[src/rtl/fps_pkg.sv]
package fps_pkg;

    localparam int CMD_W  = 4;
    localparam int FLAG_N = 6;

    localparam int FL_FULL  = 5;
    localparam int FL_EMPTY = 4;
    localparam int FL_RDHIT = 3;
    localparam int FL_WRHIT = 2;
    localparam int FL_OVR   = 1;
    localparam int FL_UND   = 0;

    typedef enum logic {
        BIND_RD = 1'b0,
        BIND_WR = 1'b1
    } bind_e;

    typedef struct packed {
        logic reload;
        logic mark;
        logic preset;
        logic sclr;
    } cmd_t;

    function automatic cmd_t decode_cmd(input logic we, input logic [CMD_W-1:0] bits);
        cmd_t c;
        c = we ? cmd_t'(bits) : '0;
        if (c.preset) begin
            c.sclr   = 1'b0;
            c.mark   = 1'b0;
            c.reload = 1'b0;
        end
        return c;
    endfunction

    function automatic logic cmd_holds(input cmd_t c);
        return c.mark | c.reload | c.preset;
    endfunction

endpackage

[src/rtl/fps_ptr_core.sv]
module fps_ptr_core
    import fps_pkg::*;
#(
    parameter int ADDR_W = 8
) (
    input  logic              clk,
    input  logic              rst,
    input  cmd_t              cmd,
    input  bind_e             bind_sel,
    input  logic              fifo_rd,
    input  logic              fifo_wr,
    output logic [ADDR_W:0]   rd_ptr,
    output logic [ADDR_W:0]   wr_ptr,
    output logic [ADDR_W:0]   tmp_ptr,
    output logic [ADDR_W:0]   rd_nxt,
    output logic [ADDR_W:0]   wr_nxt,
    output logic              cur_full,
    output logic              cur_empty,
    output logic              nxt_full,
    output logic              nxt_empty,
    output logic              rd_step,
    output logic              wr_step,
    output logic              moved
);

    localparam int PW = ADDR_W + 1;

    typedef struct packed {
        logic [PW-1:0] rd;
        logic [PW-1:0] wr;
        logic [PW-1:0] tmp;
    } ptrs_t;

    ptrs_t cur, nxt;
    logic  hold;

    function automatic logic is_full(input logic [PW-1:0] r, input logic [PW-1:0] w);
        return (r[ADDR_W] != w[ADDR_W]) && (r[ADDR_W-1:0] == w[ADDR_W-1:0]);
    endfunction

    assign hold      = cmd_holds(cmd);
    assign cur_empty = (cur.rd == cur.wr);
    assign cur_full  = is_full(cur.rd, cur.wr);
    assign rd_step   = fifo_rd && !cur_empty && !hold;
    assign wr_step   = fifo_wr && !cur_full && !hold;

    always_comb begin
        nxt = cur;
        if (cmd.preset) begin
            nxt = '0;
        end else if (cmd.mark || cmd.reload) begin
            if (bind_sel == BIND_RD) begin
                if (cmd.mark)   nxt.tmp = cur.rd;
                if (cmd.reload) nxt.rd  = cur.tmp;
            end else begin
                if (cmd.mark)   nxt.tmp = cur.wr;
                if (cmd.reload) nxt.wr  = cur.tmp;
            end
        end else begin
            if (rd_step) nxt.rd = cur.rd + PW'(1);
            if (wr_step) nxt.wr = cur.wr + PW'(1);
        end
    end

    assign nxt_empty = (nxt.rd == nxt.wr);
    assign nxt_full  = is_full(nxt.rd, nxt.wr);
    assign moved     = !cmd.preset && (cmd.reload || rd_step || wr_step);

    always_ff @(posedge clk) begin
        if (rst) cur <= '0;
        else     cur <= nxt;
    end

    assign rd_ptr  = cur.rd;
    assign wr_ptr  = cur.wr;
    assign tmp_ptr = cur.tmp;
    assign rd_nxt  = nxt.rd;
    assign wr_nxt  = nxt.wr;

endmodule

[src/rtl/fps_status.sv]
module fps_status
    import fps_pkg::*;
(
    input  logic clk,
    input  logic rst,
    input  cmd_t cmd,
    input  logic moved,
    input  logic nxt_full,
    input  logic nxt_empty,
    output logic full,
    output logic empty
);

    always_ff @(posedge clk) begin
        if (rst || cmd.preset) begin
            full  <= 1'b0;
            empty <= 1'b1;
        end else if (cmd.sclr) begin
            full  <= 1'b0;
            empty <= 1'b0;
        end else if (moved) begin
            full  <= nxt_full;
            empty <= nxt_empty;
        end
    end

endmodule

[src/rtl/fps_irq.sv]
module fps_irq
    import fps_pkg::*;
#(
    parameter int ADDR_W   = 8,
    parameter int NUM_SETS = 4,
    parameter int SET_IDX  = 0
) (
    input  logic              clk,
    input  logic              rst,
    input  logic              hold,
    input  logic              fifo_rd,
    input  logic              fifo_wr,
    input  logic              cur_full,
    input  logic              cur_empty,
    input  logic              nxt_full,
    input  logic              nxt_empty,
    input  logic              rd_step,
    input  logic              wr_step,
    input  logic [ADDR_W:0]   rd_nxt,
    input  logic [ADDR_W:0]   wr_nxt,
    input  logic [ADDR_W:0]   tmp_ptr,
    input  logic              clr_we,
    input  logic [FLAG_N-1:0] clr_mask,
    output logic [FLAG_N-1:0] flags,
    output logic [NUM_SETS-1:0] sum_a,
    output logic [NUM_SETS-1:0] sum_b
);

    logic [FLAG_N-1:0] ev, clr;
    logic              grp_a, grp_b;

    always_comb begin
        ev           = '0;
        ev[FL_FULL]  = nxt_full && !cur_full;
        ev[FL_EMPTY] = nxt_empty && !cur_empty;
        ev[FL_RDHIT] = rd_step && (rd_nxt[ADDR_W-1:0] == tmp_ptr[ADDR_W-1:0]);
        ev[FL_WRHIT] = wr_step && (wr_nxt[ADDR_W-1:0] == tmp_ptr[ADDR_W-1:0]);
        ev[FL_OVR]   = fifo_wr && cur_full && !hold;
        ev[FL_UND]   = fifo_rd && cur_empty && !hold;
    end

    assign clr = clr_we ? clr_mask : '0;

    always_ff @(posedge clk) begin
        if (rst) flags <= '0;
        else     flags <= (flags & ~clr) | ev;
    end

    assign grp_a = |flags[FL_FULL:FL_WRHIT];
    assign grp_b = |flags[FL_OVR:FL_UND];

    for (genvar g = 0; g < NUM_SETS; g++) begin : g_sum
        if (g == SET_IDX) begin : g_own
            assign sum_a[g] = grp_a;
            assign sum_b[g] = grp_b;
        end else begin : g_other
            assign sum_a[g] = 1'b0;
            assign sum_b[g] = 1'b0;
        end
    end

endmodule

[src/rtl/fifo_ptr_set.sv]
module fifo_ptr_set
    import fps_pkg::*;
#(
    parameter int ADDR_W   = 8,
    parameter int NUM_SETS = 4,
    parameter int SET_IDX  = 0
) (
    input  logic                clk,
    input  logic                rst,
    input  logic                bind_we,
    input  logic                bind_val,
    input  logic                cmd_we,
    input  logic [3:0]          cmd_bits,
    input  logic                fifo_rd,
    input  logic                fifo_wr,
    input  logic                irq_clr_we,
    input  logic [5:0]          irq_clr_mask,
    output logic [ADDR_W-1:0]   rd_addr,
    output logic [ADDR_W-1:0]   wr_addr,
    output logic [ADDR_W-1:0]   tmp_addr,
    output logic                full,
    output logic                empty,
    output logic [5:0]          irq_flags,
    output logic [NUM_SETS-1:0] sum_a,
    output logic [NUM_SETS-1:0] sum_b
);

    cmd_t            cmd;
    bind_e           bind_q;
    logic [ADDR_W:0] rd_ptr, wr_ptr, tmp_ptr, rd_nxt, wr_nxt;
    logic            cur_full, cur_empty, nxt_full, nxt_empty;
    logic            rd_step, wr_step, moved;

    assign cmd = decode_cmd(cmd_we, cmd_bits);

    always_ff @(posedge clk) begin
        if (rst)          bind_q <= BIND_RD;
        else if (bind_we) bind_q <= bind_e'(bind_val);
    end

    fps_ptr_core #(.ADDR_W(ADDR_W)) u_core (
        .clk       (clk),
        .rst       (rst),
        .cmd       (cmd),
        .bind_sel  (bind_q),
        .fifo_rd   (fifo_rd),
        .fifo_wr   (fifo_wr),
        .rd_ptr    (rd_ptr),
        .wr_ptr    (wr_ptr),
        .tmp_ptr   (tmp_ptr),
        .rd_nxt    (rd_nxt),
        .wr_nxt    (wr_nxt),
        .cur_full  (cur_full),
        .cur_empty (cur_empty),
        .nxt_full  (nxt_full),
        .nxt_empty (nxt_empty),
        .rd_step   (rd_step),
        .wr_step   (wr_step),
        .moved     (moved)
    );

    fps_status u_status (
        .clk       (clk),
        .rst       (rst),
        .cmd       (cmd),
        .moved     (moved),
        .nxt_full  (nxt_full),
        .nxt_empty (nxt_empty),
        .full      (full),
        .empty     (empty)
    );

    fps_irq #(.ADDR_W(ADDR_W), .NUM_SETS(NUM_SETS), .SET_IDX(SET_IDX)) u_irq (
        .clk       (clk),
        .rst       (rst),
        .hold      (cmd_holds(cmd)),
        .fifo_rd   (fifo_rd),
        .fifo_wr   (fifo_wr),
        .cur_full  (cur_full),
        .cur_empty (cur_empty),
        .nxt_full  (nxt_full),
        .nxt_empty (nxt_empty),
        .rd_step   (rd_step),
        .wr_step   (wr_step),
        .rd_nxt    (rd_nxt),
        .wr_nxt    (wr_nxt),
        .tmp_ptr   (tmp_ptr),
        .clr_we    (irq_clr_we),
        .clr_mask  (irq_clr_mask),
        .flags     (irq_flags),
        .sum_a     (sum_a),
        .sum_b     (sum_b)
    );

    assign rd_addr  = rd_ptr[ADDR_W-1:0];
    assign wr_addr  = wr_ptr[ADDR_W-1:0];
    assign tmp_addr = tmp_ptr[ADDR_W-1:0];

endmodule

[config.mk]
export PLATFORM = sky130hd
export DESIGN_NAME = fifo_ptr_set
export DESIGN_NICKNAME = d
export VERILOG_FILES = /design/src/rtl/fps_pkg.sv /design/src/rtl/fps_ptr_core.sv /design/src/rtl/fps_status.sv /design/src/rtl/fps_irq.sv /design/src/rtl/fifo_ptr_set.sv
export SDC_FILE = /design/constraint.sdc
export NUM_CORES = 1
export LEC_CHECK = 0
export CORE_ASPECT_RATIO = 0.7
export CORE_MARGIN = 4
export CORE_UTILIZATION = 45
export CTS_CLUSTER_DIAMETER = 60
export CTS_CLUSTER_SIZE = 20
export DETAILED_ROUTE_END_ITERATION = 16
export PLACE_DENSITY = 0.69
export RECOVER_POWER = 50
export SKIP_CTS_REPAIR_TIMING = 1
export SLEW_MARGIN = 20
export SYNTH_ARGS = -nofsm -noshare
export SYNTH_HDL_FRONTEND = slang
export SYNTH_SLANG_ARGS = --single-unit
[constraint.sdc]
create_clock -name clk -period 2.9 [get_ports clk]
set_input_delay 0.435 -clock clk [delete_from_list [all_inputs] [get_ports clk]]
set_output_delay 0.435 -clock clk [all_outputs]
set_load 0.005 [all_outputs]
After elaboration in Yosys (flattened, before gate mapping). Index checks and enable logic that the tools add are counted.

Input bits: 18. Output and inout port bits: 40. Bits in registers: 36. Logic and storage cells: 69.

Eq/ne operators: 8. Muxes and demuxes: 18. $add $sub $neg: 2. Bitwise operators: 5. Reductions and logical operators: 29.

Operators by type and width (count): $mux W9 (10); $eq A8 B8 Y1 (4); $mux W27 (1); $add A9 B1 Y9 const B (2); $eq A9 B9 Y1 (2); $mux W18 (1); $logic_and A1 B1 Y1 (15); $and A6 B6 Y6 (1); $mux W6 (1); $not A6 Y6 (1); $or A6 B6 Y6 (1); $reduce_or A2 Y1 (3); $logic_not A1 Y1 (4); $logic_or A1 B1 Y1 (4); $mux W4 (1); $reduce_or A4 Y1 (1); $mux W1 (3); $mux W2 (1); $ne A1 B1 Y1 (2); $or A1 B1 Y1 (2); $reduce_and A2 Y1 (1); $reduce_bool A2 Y1 (1).

Logic depth before layout (Yosys ltp).
Word-level depth: 13. Gate-level depth with buffers: 11. Depth with buffers taken out: 9.

Modules after synthesis. From an unflattened synthesis, not the netlist that was laid out.

Cell total of the unflattened synthesis: 351. Area, all modules: 2733.9 um2.

Modules (own cells, without submodules): fps_ptr_core (sequential area each 540.5 um2, times used 1, cells each 274, area each 2085.8 um2); fps_irq (sequential area each 120.1 um2, times used 1, cells each 61, area each 490.5 um2); fps_status (sequential area each 40.0 um2, times used 1, cells each 7, area each 81.3 um2); fifo_ptr_set (sequential area each 20.0 um2, times used 1, cells each 9, area each 76.3 um2).

Worst setup path before layout. OpenSTA, ideal clock, no wires.

Path kind: input to register. Start: input port cmd_bits[3]. End: register u_irq.flags[4]. Required time: 2.829 ns. Arrival: 2.612 ns. Stages on the path: 10. Library setup time: 0.071 ns. Path buffers: 2. Slack: 0.217 ns. Path through: buf_2 > o31ai_4 > nand2_1 > clkbuf_1 > or4_1 > a211o_1 > xor2_1 > nor4_4 > nand4_1 > a21oi_1.

Longest elaborated chain between the ends: 12. Elaborated cells on any way between the ends: 19. Classes of those cells: 1 x eq/ne; 10 x mux; 3 x bitwise; 5 x reduce/logical.

Ends and longest elaborated chain: from (decl) (line fifo_ptr_set.sv:13) `input logic [3:0] cmd_bits,`; $mux W4 (*) (line fps_pkg.sv:27) `c = we ? cmd_t'(bits) : '0;`; $mux W2 (*) (line fps_pkg.sv:28) `if (c.preset) begin`; $or A1 B1 Y1 (2 in series) (line fps_pkg.sv:37) `return c.mark | c.reload | c.preset;`; $logic_not A1 Y1 (line fps_ptr_core.sv:44, fps_ptr_core.sv:45); $logic_and A1 B1 Y1 (on tied branches) (line fps_ptr_core.sv:44, fps_ptr_core.sv:45); $mux W9 (on tied branches) (line fps_ptr_core.sv:60, fps_ptr_core.sv:61); $mux W18 (*) (line fps_ptr_core.sv:51) `end else if (cmd.mark || cmd.reload) begin`; $mux W27 (*) (line fps_ptr_core.sv:49) `if (cmd.preset) begin`; $eq A9 B9 Y1 (*) (line fps_ptr_core.sv:65) `assign nxt_empty = (nxt.rd == nxt.wr);`; $logic_and A1 B1 Y1 (*) (line fps_irq.sv:35) `ev[FL_EMPTY] = nxt_empty && !cur_empty;`; $or A6 B6 Y6 (*) (line fps_irq.sv:46) `else flags <= (flags & ~clr) | ev;`; to (signal assigned) (line fps_irq.sv:46); to (decl) (line fps_irq.sv:24) `output logic [FLAG_N-1:0] flags,`.

Mark *: on every way between the ends. The rest lies on a longest branch, timed or not. A chain may end at the register's enable or synchronous reset.

Final worst setup path.
Start: register u_core.cur (netlist bit u_core.rd_ptr[7]). End: register u_status.full.

Longest elaborated chain between the ends: 10. Elaborated cells on any way between the ends: 22. Classes of those cells: 1 x add/sub; 4 x eq/ne; 6 x mux; 11 x reduce/logical.

Ends and longest elaborated chain: from (decl) (line fps_ptr_core.sv:34) `ptrs_t cur, nxt;`; from (signal assigned) (line fps_ptr_core.sv:71) `else cur <= nxt;`; parallel branches: the longest is 10 deep, another holds $add A9 B1 Y9; to (signal assigned) (line fps_status.sv:22) `full <= nxt_full;`; to (decl) (line fps_status.sv:10) `output logic full,`.

Parallel ways; which one is timed is not known.

==> reports/metrics.cfg <==
[min_path]
hold_path_depth = 2
hold_path.class = flop to flop
min_from = u_status.full$_SDFFE_PP0P_
hold_end = u_status.full$_SDFFE_PP0P_

[yosys]
synth-main-ff-cell = dfxtp_1
synthTopCellsByArea = dfxtp_1 (24%), buf_4 (8.4%), nor2_1 (5.3%), nand2_1 (5.1%), xor2_1 (5.0%)
synth_top_area_share_pct = 24.4
synth_edf_count = 0
yosysSeqAreaShare_pct = 24.4
synth_top_area_cell = dfxtp_1
syn_area_sq_um = 2950
synth_warnings = 0
synthDistinctLibCells = 66
ys_seq_elements = 36
async_flop_share_pct = 0
syn_avg_cell_area_sq_um = 7.87
syn-instance-count = 375

[global_route]
antenna_found_initial = 0
grt_start_max_net_pins = 23
overflow = 0
grt_pass1_vias = 2909
grt_pass1_wl_mm = 15.4
grt_usage_pct = 24.7

[floorplan]
io_pins = 58
core_area_sq_um = 6310
start_util_pct = 46.8
fp.dieH_um = 75.8
fp-row-count = 24
die-area_sq_um = 7940
die-width_um = 105

[cts]
clk_pin_slew_ns = 0.08
htree_levels = 2
clockRootBuffer = clkbuf_8
cts_made_buffers = 5
clock_path_buffers = 2
cts_sinks = 36
cts_tree = built
insertion_delay_ns = 0.30

[power]
internal-power_w = 0.000962
p_clk_share_pct = 28.0
p_switching_w = 0.000465
p_sw_share_pct = 32.6
design_power_total_w = 0.00143
ir_drop_mv = 0.209
power_frac_comb_pct = 34.4
p_leak_nw = 1.74
p_per_area_nw_per_um2 = 345
seqPwrFrac_pct = 37.6

[setup_path]
end_kind = flop
slowest_stage = dfxtp_1
r2r_cells = 10
crit_chain = xor2_2 -> nor4_4 -> buf_12 -> and3_4 -> or4_4 -> a211o_1 -> xor2_2 -> nor4_4 -> nand4_1 -> a21oi_1
slowest_delay_ns = 0.41
cp.required_ns = 3.14
worstPathArrival_ns = 3.02
reg2reg_to = u_status.full$_SDFFE_PP0P_
cp_num_buf_inv = 1
critPathMaxFanout = 6
r2r_start = u_core.rd_ptr[7]$_SDFF_PP0_
start_kind = flop
crit_family = simple AND/OR/NAND/NOR gates
r2r_slack_ns = 0.12
path_class = flop to flop

[timing]
worstMarginPinSlew_ns = 0.664
fin_crit_sh_pct = 95.9
period_minus_slack_ns = 2.78
slew_headroom_pct = 55.8
finalSetupViolCount = 0
skew_ns = 0.00400
fmax_ghz = 0.360
slew_viol_final = 0
hold_viol = 0
rsz0062_at_grt = true

[detailed_routing]
first_pass_iters = 5
wl_per_cell_um = 18.5
final_antenna_net_count = 0
wl_mm = 10.1
vias = 3278
route.detailed.drc = 0
drtIter0Drc = 264
via_per_inst = 5.97

[placement]
dpl.cell_count = 533
placed_area_sq_um = 3850
dp_hpwl_mm = 7.82
gp_congestion = 1.00
io_buffers = 51

[finish]
final_cell_mix = buf_4 (75), nor2_1 (42), nand2_1 (38)
syn_to_final_growth_pct = 40.1
fillers = 563
final_core_util_pct = 65.6
final_cell_count_no_fill = 549
multi_input_comb_area_sq_um = 2060
layout_commonest_cell = buf_4
layout-drive-gt1-share_pct = 25.9
fin_area_sq_um = 4140
n_antenna_cell = 0
nNetsFinal = 490
seq_area_sq_um = 723

[flow_run]
maxCapViolCount = 0

[outcome]
status = finished, final reports clean

==> sequential cells by signal, indices dropped and copies added (netlist names) <==
| register | cells |
|---|---|
| u_core.tmp_ptr | 9 |
| u_core.rd_ptr | 9 |
| u_status.full | 1 |
| u_status.empty | 1 |
| bind_q | 1 |
| u_irq.flags | 6 |
| u_core.wr_ptr | 9 |
==> how the worst max path moves through the flow <==
stage	startpoint	to	slack (ns)	cells after the start
after floorplan	cmd_bits[3]	u_irq.flags[4]$_SDFF_PP0_	0.22	10
after global placement	cmd_bits[1]	u_status.empty$_SDFFE_PP1P_	-0.30	11
after detailed placement	cmd_bits[1]	u_status.empty$_SDFFE_PP1P_	-0.38	11
after CTS	cmd_bits[1]	u_status.full$_SDFFE_PP0P_	-0.06	11
after global routing	cmd_we	u_irq.flags[3]$_SDFF_PP0_	-0.007	13
final	u_core.rd_ptr[7]$_SDFF_PP0_	u_status.full$_SDFFE_PP0P_	0.12	10
==> layout make-up <==
cell class                 count  share of cell area [%]
clock buffer                   7                    2.09
clock inverter                 1                   0.181
inverter                       4                   0.363
multi-input combinational    287                    49.7
sequential                    36                    17.5
tap                           78                    2.36
timing repair buffer         136                    27.8
==> cells in the mapped netlist (all sizes together), types with 3 or more instances <==
library cell,count
a211o,3
a211oi,11
a21oi,13
a31oi,4
and2,8
and3,9
buf,40
clkbuf,13
dfxtp,36
inv,4
mux2i,11
nand2,40
nand3,14
nand4,9
nor2,42
nor3,8
nor4,8
nor4b,3
o211ai,6
o21ai,10
o311a,3
o31ai,3
or4,3
xnor2,13
xor2,17
==> logic make-up (layout without fill, tap and decap cells) <==
logic type      after synthesis  count (layout)  synth area share (%)
simple gates                162             162                  29.3
compound gates               74              74                  20.0
buf+inv                      57             148                  11.9
flops                        36              36                  24.4
xor+xnor                     30              30                  8.90
mux                          13              13                  4.49
fa+ha+maj                     2               2                 0.847
other cells                   1               6                 0.127
==> power groups by stage <==
stage	logic, W	clock network, W	registers (W)
after floorplan	0.000244	0	0.000545
after global placement	0.000447	0	0.000545
after detailed placement	0.000450	0	0.000546
after CTS	0.000452	0.000403	0.000534
after global routing	0.000525	0.000423	0.000539
final	0.000491	0.000399	0.000536
==> tightest hold or removal path, stage by stage, from the launching register on <==
cell and delay, ns:
dfxtp_1 0.31, nand2_1 0.05, a21oi_1 0.06
==> metrics by stage <==
step / setup TNS (ns) / hold slack (ns) / worst slack [ns]
final: 0 / 0.461 / 0.120
after global routing: -0.0127 / 0.496 / -0.00678
after CTS: -0.211 / 0.464 / -0.0606
after detailed placement: -2.00 / 0.451 / -0.381
after global placement: -1.61 / 0.442 / -0.300
after floorplan: 0 / 0.443 / 0.217
==> per-layer routing <==
layer,vias to the layer above,global-route usage [%],wire length (um)
li1,1510,-,-
met1,1561,33.5,4520
met2,178,39.2,4380
met3,29,5.25,966
met4,0,9.02,272
met5,-,0,0
Power figures use the tool's default switching activity.
